<file path="config.mk">
export PLATFORM = sky130hd
export DESIGN_NAME = tone_gen
export DESIGN_NICKNAME = d
export VERILOG_FILES = /design/src/rtl/tone_pkg.sv /design/src/rtl/tone_prescaler.sv /design/src/rtl/tone_duration.sv /design/src/rtl/tone_phase.sv /design/src/rtl/tone_gen.sv
export SDC_FILE = /design/constraint.sdc
export NUM_CORES = 1
export LEC_CHECK = 0
export BUFFER_PORTS_ARGS = -buffer_cell sky130_fd_sc_hd__buf_2
export CORE_MARGIN = 2
export CORE_UTILIZATION = 30
export CTS_BUF_LIST = sky130_fd_sc_hd__clkbuf_16
export CTS_CLUSTER_DIAMETER = 40
export CTS_CLUSTER_SIZE = 24
export DETAILED_ROUTE_END_ITERATION = 10
export GPL_ROUTABILITY_DRIVEN = 0
export PLACE_DENSITY = 0.46
export SYNTH_ARGS = -nofsm -noshare
export SYNTH_HDL_FRONTEND = slang
export SYNTH_SLANG_ARGS = --single-unit
</file>
<file path="constraint.sdc">
create_clock -name clk -period 3.6 [get_ports clk]
set_clock_uncertainty 0.05 [all_clocks]
set_input_delay 0.36 -clock clk [delete_from_list [all_inputs] [get_ports clk]]
set_output_delay 0.36 -clock clk [all_outputs]
set_load 0.02 [all_outputs]
</file>
<file path="src/rtl/tone_pkg.sv">
package tone_pkg;
  localparam int unsigned TONE_W      = 16;
  localparam int unsigned PER_DIV_DEF = 4;
  localparam int unsigned DUR_DIV_DEF = 256;

  // Period values of the four colour notes (period ticks)
  localparam logic [15:0] NOTE_GREEN  = 16'h03EC;
  localparam logic [15:0] NOTE_BLUE   = 16'h04F1;
  localparam logic [15:0] NOTE_YELLOW = 16'h0768;
  localparam logic [15:0] NOTE_RED    = 16'h0954;
endpackage

</file>
<file path="src/rtl/tone_prescaler.sv">
module tone_prescaler #(
  parameter int unsigned DIV = 4
) (
  input  logic clk,
  input  logic rst,
  input  logic clr,
  input  logic en,
  output logic tick
);
  generate
    if (DIV <= 1) begin : g_pass
      assign tick = en;
    end else begin : g_div
      localparam int unsigned CW = $clog2(DIV);
      localparam logic [CW-1:0] LAST = CW'(DIV - 1);
      logic [CW-1:0] cnt_q;
      assign tick = en && (cnt_q == LAST);
      always_ff @(posedge clk) begin
        if (rst || clr) begin
          cnt_q <= '0;
        end else if (en) begin
          cnt_q <= tick ? '0 : cnt_q + CW'(1);
        end
      end
    end
  endgenerate
endmodule

</file>
<file path="src/rtl/tone_duration.sv">
module tone_duration #(
  parameter int unsigned DW = 16
) (
  input  logic          clk,
  input  logic          rst,
  input  logic          load,
  input  logic [DW-1:0] len,
  input  logic          tick,
  output logic          busy,
  output logic          last,
  output logic          done
);
  logic [DW-1:0] cnt_q, tgt_q;
  logic [DW-1:0] cnt_nx;

  assign cnt_nx = cnt_q + DW'(1);
  assign last   = busy && tick && (cnt_nx == tgt_q);

  always_ff @(posedge clk) begin
    if (rst) begin
      busy  <= 1'b0;
      done  <= 1'b0;
      cnt_q <= '0;
      tgt_q <= '0;
    end else if (load) begin
      busy  <= (len != '0);
      done  <= (len == '0);
      cnt_q <= '0;
      tgt_q <= len;
    end else begin
      done <= 1'b0;
      if (busy && tick) begin
        cnt_q <= cnt_nx;
        if (last) begin
          busy <= 1'b0;
          done <= 1'b1;
        end
      end
    end
  end
endmodule

</file>
<file path="src/rtl/tone_phase.sv">
module tone_phase #(
  parameter int unsigned PW = 16
) (
  input  logic          clk,
  input  logic          rst,
  input  logic          load,
  input  logic [PW-1:0] per,
  input  logic          tick,
  input  logic          run,
  input  logic          stop,
  output logic          spk
);
  logic [PW-1:0] half_q, hcnt_q, hcnt_nx;
  logic [PW:0]   rounded;
  logic          silent_q;

  assign rounded = {1'b0, per} + (PW+1)'(1);
  assign hcnt_nx = hcnt_q + PW'(1);

  always_ff @(posedge clk) begin
    if (rst) begin
      spk      <= 1'b0;
      silent_q <= 1'b1;
      half_q   <= '0;
      hcnt_q   <= '0;
    end else if (load) begin
      spk      <= 1'b0;
      silent_q <= (per == '0);
      half_q   <= rounded[PW:1];
      hcnt_q   <= '0;
    end else if (!run || stop) begin
      spk <= 1'b0;
    end else if (tick && !silent_q) begin
      if (hcnt_nx == half_q) begin
        hcnt_q <= '0;
        spk    <= ~spk;
      end else begin
        hcnt_q <= hcnt_nx;
      end
    end
  end
endmodule

</file>
<file path="src/rtl/tone_gen.sv">
module tone_gen #(
  parameter int unsigned PW      = tone_pkg::TONE_W,
  parameter int unsigned DW      = tone_pkg::TONE_W,
  parameter int unsigned PER_DIV = tone_pkg::PER_DIV_DEF,
  parameter int unsigned DUR_DIV = tone_pkg::DUR_DIV_DEF
) (
  input  logic          clk,
  input  logic          rst,
  input  logic          start,
  input  logic [PW-1:0] period,
  input  logic [DW-1:0] duration,
  output logic          spk,
  output logic          busy,
  output logic          done
);
  logic per_tick, dur_tick, last;

  tone_prescaler #(.DIV(PER_DIV)) u_per_div (
    .clk(clk), .rst(rst), .clr(start), .en(busy), .tick(per_tick)
  );

  tone_prescaler #(.DIV(DUR_DIV)) u_dur_div (
    .clk(clk), .rst(rst), .clr(start), .en(busy), .tick(dur_tick)
  );

  tone_duration #(.DW(DW)) u_dur (
    .clk(clk), .rst(rst), .load(start), .len(duration), .tick(dur_tick),
    .busy(busy), .last(last), .done(done)
  );

  tone_phase #(.PW(PW)) u_phase (
    .clk(clk), .rst(rst), .load(start), .per(period), .tick(per_tick),
    .run(busy), .stop(last), .spk(spk)
  );
endmodule

</file>
# Yosys cells after proc, flatten, opt, wreduce, memory -nomap -nowiden
# Cells that the tools add are included.
# word_totals
register_bits	78
word_cells	49
out_inout_bits	3
in_bits	35
# classes
n_eq_ne	4
bitwise	2
n_addsub	5
mux	9
n_reduce_logical	19
# op_table
cell	n
$add 16x1->16 const B	2
$eq 16x16->1	2
$logic_not 16->1	2
$add 16x1->17 const B	1
$mux 16	1
$reduce_bool 16->1	1
$add 8x1->8 const B	1
$eq 8x8->1 const B	1
$mux 8	1
$mux 1	6
$reduce_and 2->1	3
$logic_and 1x1->1	5
$reduce_bool 2->1	2
$reduce_or 3->1	1
$add 2x1->2 const B	1
$eq 2x2->1 const B	1
$logic_not 1->1	2
$logic_or 1x1->1	2
$mux 2	1
$not 1->1	2
$reduce_or 2->1	1

# Depth between registers and ports, before layout
# logic_depth
word_depth	7
depth_mapped	11
depth_no_buf	9

# Hierarchy
# From an unflattened synthesis, not the netlist that was laid out.
# hier_totals
hier_cells	565
hier_area_um2	4685.7
# by_module_without_submodules
module	n_inst	area_per_inst_um2	seq_area_each_um2	cells_each
tone_phase	1	2359.8	680.7	293
tone_duration	1	1854.3	680.7	221
tone_prescaler (u_dur_div)	1	370.4	160.2	42
tone_prescaler (u_per_div)	1	101.3	40.0	9

# Least setup slack after synthesis
# Ideal clock, no wire load.
# synth_timing
path_kind	register to register
startpoint	register u_dur.cnt_q[0]
endpoint	register u_phase.hcnt_q[6]
stages_incl_launch_ff	11
period_less_slack_ps	2791
slack_ps	809
setup_time_ps	117
arrival_time_ps	2624
path_buffers	1
t_required_ps	3433
path_cell_list	dfxtp_1 -> ha_1 -> nand3_2 -> or3_1 -> a222oi_1 -> o2111ai_1 -> a2111oi_4 -> a21o_1 -> nor2_2 -> buf_6 -> a32o_1
# synth_between
elab_chain_len	6
# synth_rtl
item	line	rtl
start, declared	tone_duration.sv:13	logic [DW-1:0] cnt_q, tgt_q;
start signal, assigned	tone_duration.sv:33	cnt_q <= cnt_nx;
$add 16x1->16	tone_duration.sv:16	assign cnt_nx = cnt_q + DW'(1);
$eq 16x16->1	tone_duration.sv:17	assign last = busy && tick && (cnt_nx == tgt_q);
$logic_and 1x1->1	tone_duration.sv:17	
$logic_or 1x1->1	tone_phase.sv:31	end else if (!run || stop) begin
$not 1->1 (no source line)	-	
$reduce_and 2->1 (no source line)	-	
end signal, assigned	tone_phase.sv:38	hcnt_q <= hcnt_nx;
end, declared	tone_phase.sv:13	logic [PW-1:0] half_q, hcnt_q, hcnt_nx;
# Every way passes these cells.
# A chain may end at the register's enable or synchronous reset.

# Final worst setup path
# layout_timing
startpoint	register u_dur.cnt_q[0]
endpoint	register u_phase.hcnt_q[12]
# The elaborated chain is that of the path after synthesis.

==> out/results.tsv <==
metric	value	unit
outcome	finished clean	
CTS Buf Count	9	
worst skew pair latency	340	ps
met1 Usage GRT	0.215	
Hold/Removal Path Class	in -> reg	
layout cells sized above 1	0.117	
clock group share of total power	0.433	
Logic pwr share	0.093	
Synth Warn #	0	
Cell Pwr Density	368	nW/um^2
fin. max-slew vios	0	
Final HPWL DP	9.41	mm
Relative slew margins	0.293	
NetSw	0.000504	W
f_max	317	MHz
first-pass GRT wire length	20.4	mm
Top Family by Delay on Critical Path	compound AO/OA/AOI/OAI gates	
CTS sink count	78	
Ports	38	
Worst setup SP type	flop	
Final Setup Violations	0	
Int Power	0.00142	W
CP Buf/Inv Count	0	
clk buf depth	2	
vias per inst	5.35	
Synth-to-Final Area Change	11.8	%
CP cell instances	ha_1 > nand3_2 > nor3_2 > mux2_1 > mux2i_1 > a2111oi_4 > a21oi_2 > o21ai_0 > a32o_1	
postcts setup bufs	0	
most used routing layer	met2	
register area share after synthesis	0.334	
Worst Setup End Kind	flop	
CTS tree	done	
initial antenna violation count	0	
post-cts sizing count	0	
ys async rst share	0	
P_leak	1.83	nW
largest net degree at the start of global routing	38	
PortBufs	37	
setup_tns	0	ps
# diodes	0	
Unique masters post-synth	64	
vias post-DR	4194	
H-tree level count	3	
Initial Util	0.308	
Final Hold Viols	0	
largest area contributor in the netlist	dfxtp_1	
routed length per instance	16.0	microns
Top FF cell, synth	dfxtp_1	
fin nets	632	
die height	129	microns
Max-cap violations	0	
Sequential Area	1560	sq um
share of the synthesized area in the top cell type	0.334	
Reg power frac	0.474	
Post-Syn Nets	616	
Slew @ Worst Pin	1060	ps
top cells by count, synth	dfxtp_1 (78), nor2_1 (78), nand2_1 (43)	
instance count of the mapped netlist	575	
clk slew on worst S/H paths	60	ps
R2R Setup Slk	440	ps
Mapped Area	4680	sq um
GR Layer Usage met2	0.250	
RSZ-0062 raised after global routing	no	
number of remaining DRC errors	0	
GRT Residual Overflow	0	
worst-path fanout max	16	
number of synthesized flops with an enable pin	0	
post-route minimum period	3160	ps
DRT Pass-1 Iters	4	
Req. time, crit path	3790	ps
area of the multi-input gates	2870	sq um
DIE WIDTH	129	microns
VDD IR max	166	uV
vias in the first global route	3902	
Routed Antenna Nets	0	
clock root buffer	clkbuf_16	
Crit path arrival time	3340	ps
filler cell count	1649	
met3 Usage GRT	0.0225	
switch share	0.261	
largest cells by area after synthesis	dfxtp_1 (33%), nor2_1 (6.3%), xnor2_1 (6.0%)	
die area	16600	sq um
drt total wl	12.6	mm
register bit count reported by yosys	78	
Crit Path Class	reg -> reg	
Mean Syn Cell Area	8.14	sq um
core area	15200	sq um
max incr delay on CP	560	ps
Cell Rows	45	
worst hold slack	228	ps
Final period util	0.877	
hold-fix buffers at CTS	0	
GRT Overall Usage	0.156	
Detailed Route Iter0 Violations	217	
CP max stage cell	a21oi_2	
metrics by stage:
step	std cells	utilization	setup WS, ps	instance area [sq um]	power [W]
3_3_place_gp	768	0.327	506	4970	0.00111
4_1_cts	784	0.344	418	5240	0.00195
5_1_grt	784	0.344	164	5240	0.00201
2_1_floorplan	575	-	809	4680	0.00104
6_report	784	0.344	443	5240	0.00193
3_5_place_dp	768	0.327	437	4970	0.00111
tightest hold or removal path: stages:
cell	delay, ps
buf_2	90
mux2i_1	60
nor2_1	70
cell families after synthesis:
family / count (synthesis) / synth area share
adders and majority gates: 6 / 0.0160
AOI/OAI and AO/OA: 100 / 0.152
xor gates and xnor gates: 61 / 0.114
and+or+nand+nor: 248 / 0.273
buffers and inverters: 55 / 0.0527
DFF: 78 / 0.334
muxes: 27 / 0.0585
path summary, 6_finish.rpt:
kind                                         from            endpoint  cells past startpoint
worst max-delay path               u_dur.cnt_q[0]  u_phase.hcnt_q[12]                      9
worst min-delay path                  duration[1]      u_dur.tgt_q[1]                      3
worst max register to register     u_dur.cnt_q[0]  u_phase.hcnt_q[12]                      9
worst min register to register  u_phase.half_q[3]   u_phase.half_q[3]                      2
sequential cells by signal, indices dropped and copies added, names as in the netlist, 2 cells and up:
name,flops
u_phase.hcnt_q,16
u_dur_div.g_div.cnt_q,8
u_per_div.g_div.cnt_q,2
u_phase.half_q,16
u_dur.tgt_q,16
u_dur.cnt_q,16
cell usage in the layout (no fill, tap or decap), types with 4 or more instances in the layout:
master | synthesis | layout
xnor2_1 | 32 | 32
a31oi_1 | 7 | 7
nor4_1 | 12 | 12
ha_1 | 6 | 6
o21ai_0 | 24 | 24
clkinvlp_4 | 0 | 4
nand3_1 | 22 | 22
a211oi_1 | 13 | 13
nand4_1 | 14 | 14
dfxtp_1 | 78 | 78
nor3b_1 | 6 | 6
o211ai_1 | 4 | 4
and4_1 | 6 | 6
and3_1 | 10 | 10
clkbuf_16 | 0 | 9
buf_2 | 13 | 37
nand2_1 | 43 | 43
a32o_1 | 13 | 13
inv_1 | 16 | 17
xor2_1 | 29 | 29
or3_1 | 10 | 10
buf_4 | 2 | 7
a311oi_1 | 5 | 5
a21oi_1 | 16 | 16
nor3_1 | 21 | 21
mux2i_1 | 24 | 24
nor2_1 | 78 | 78
power by group through the flow:
stage	sequential, W	combinational [W]	clock (W)
2_1_floorplan	0.000925	0.000115	0
3_3_place_gp	0.000933	0.000178	0
3_5_place_dp	0.000934	0.000180	0
4_1_cts	0.000915	0.000180	0.000856
5_1_grt	0.000918	0.000198	0.000892
6_report	0.000915	0.000178	0.000835
per-layer routing:
layer | routed length, microns | vias up
li1 | - | 2106
met3 | 442 | 12
met1 | 6290 | 1992
met4 | 184 | 0
met5 | 0 | -
met2 | 5650 | 84
layout make-up:
cell class	count	area share
multi-input cells	442	0.549
flip-flops and latches	78	0.298
repair buffers	44	0.0454
well taps	188	0.0449
clock buffers	9	0.0430
inverters	16	0.0115
clock inverters	7	0.00813
(Power assumes the default switching activity.)
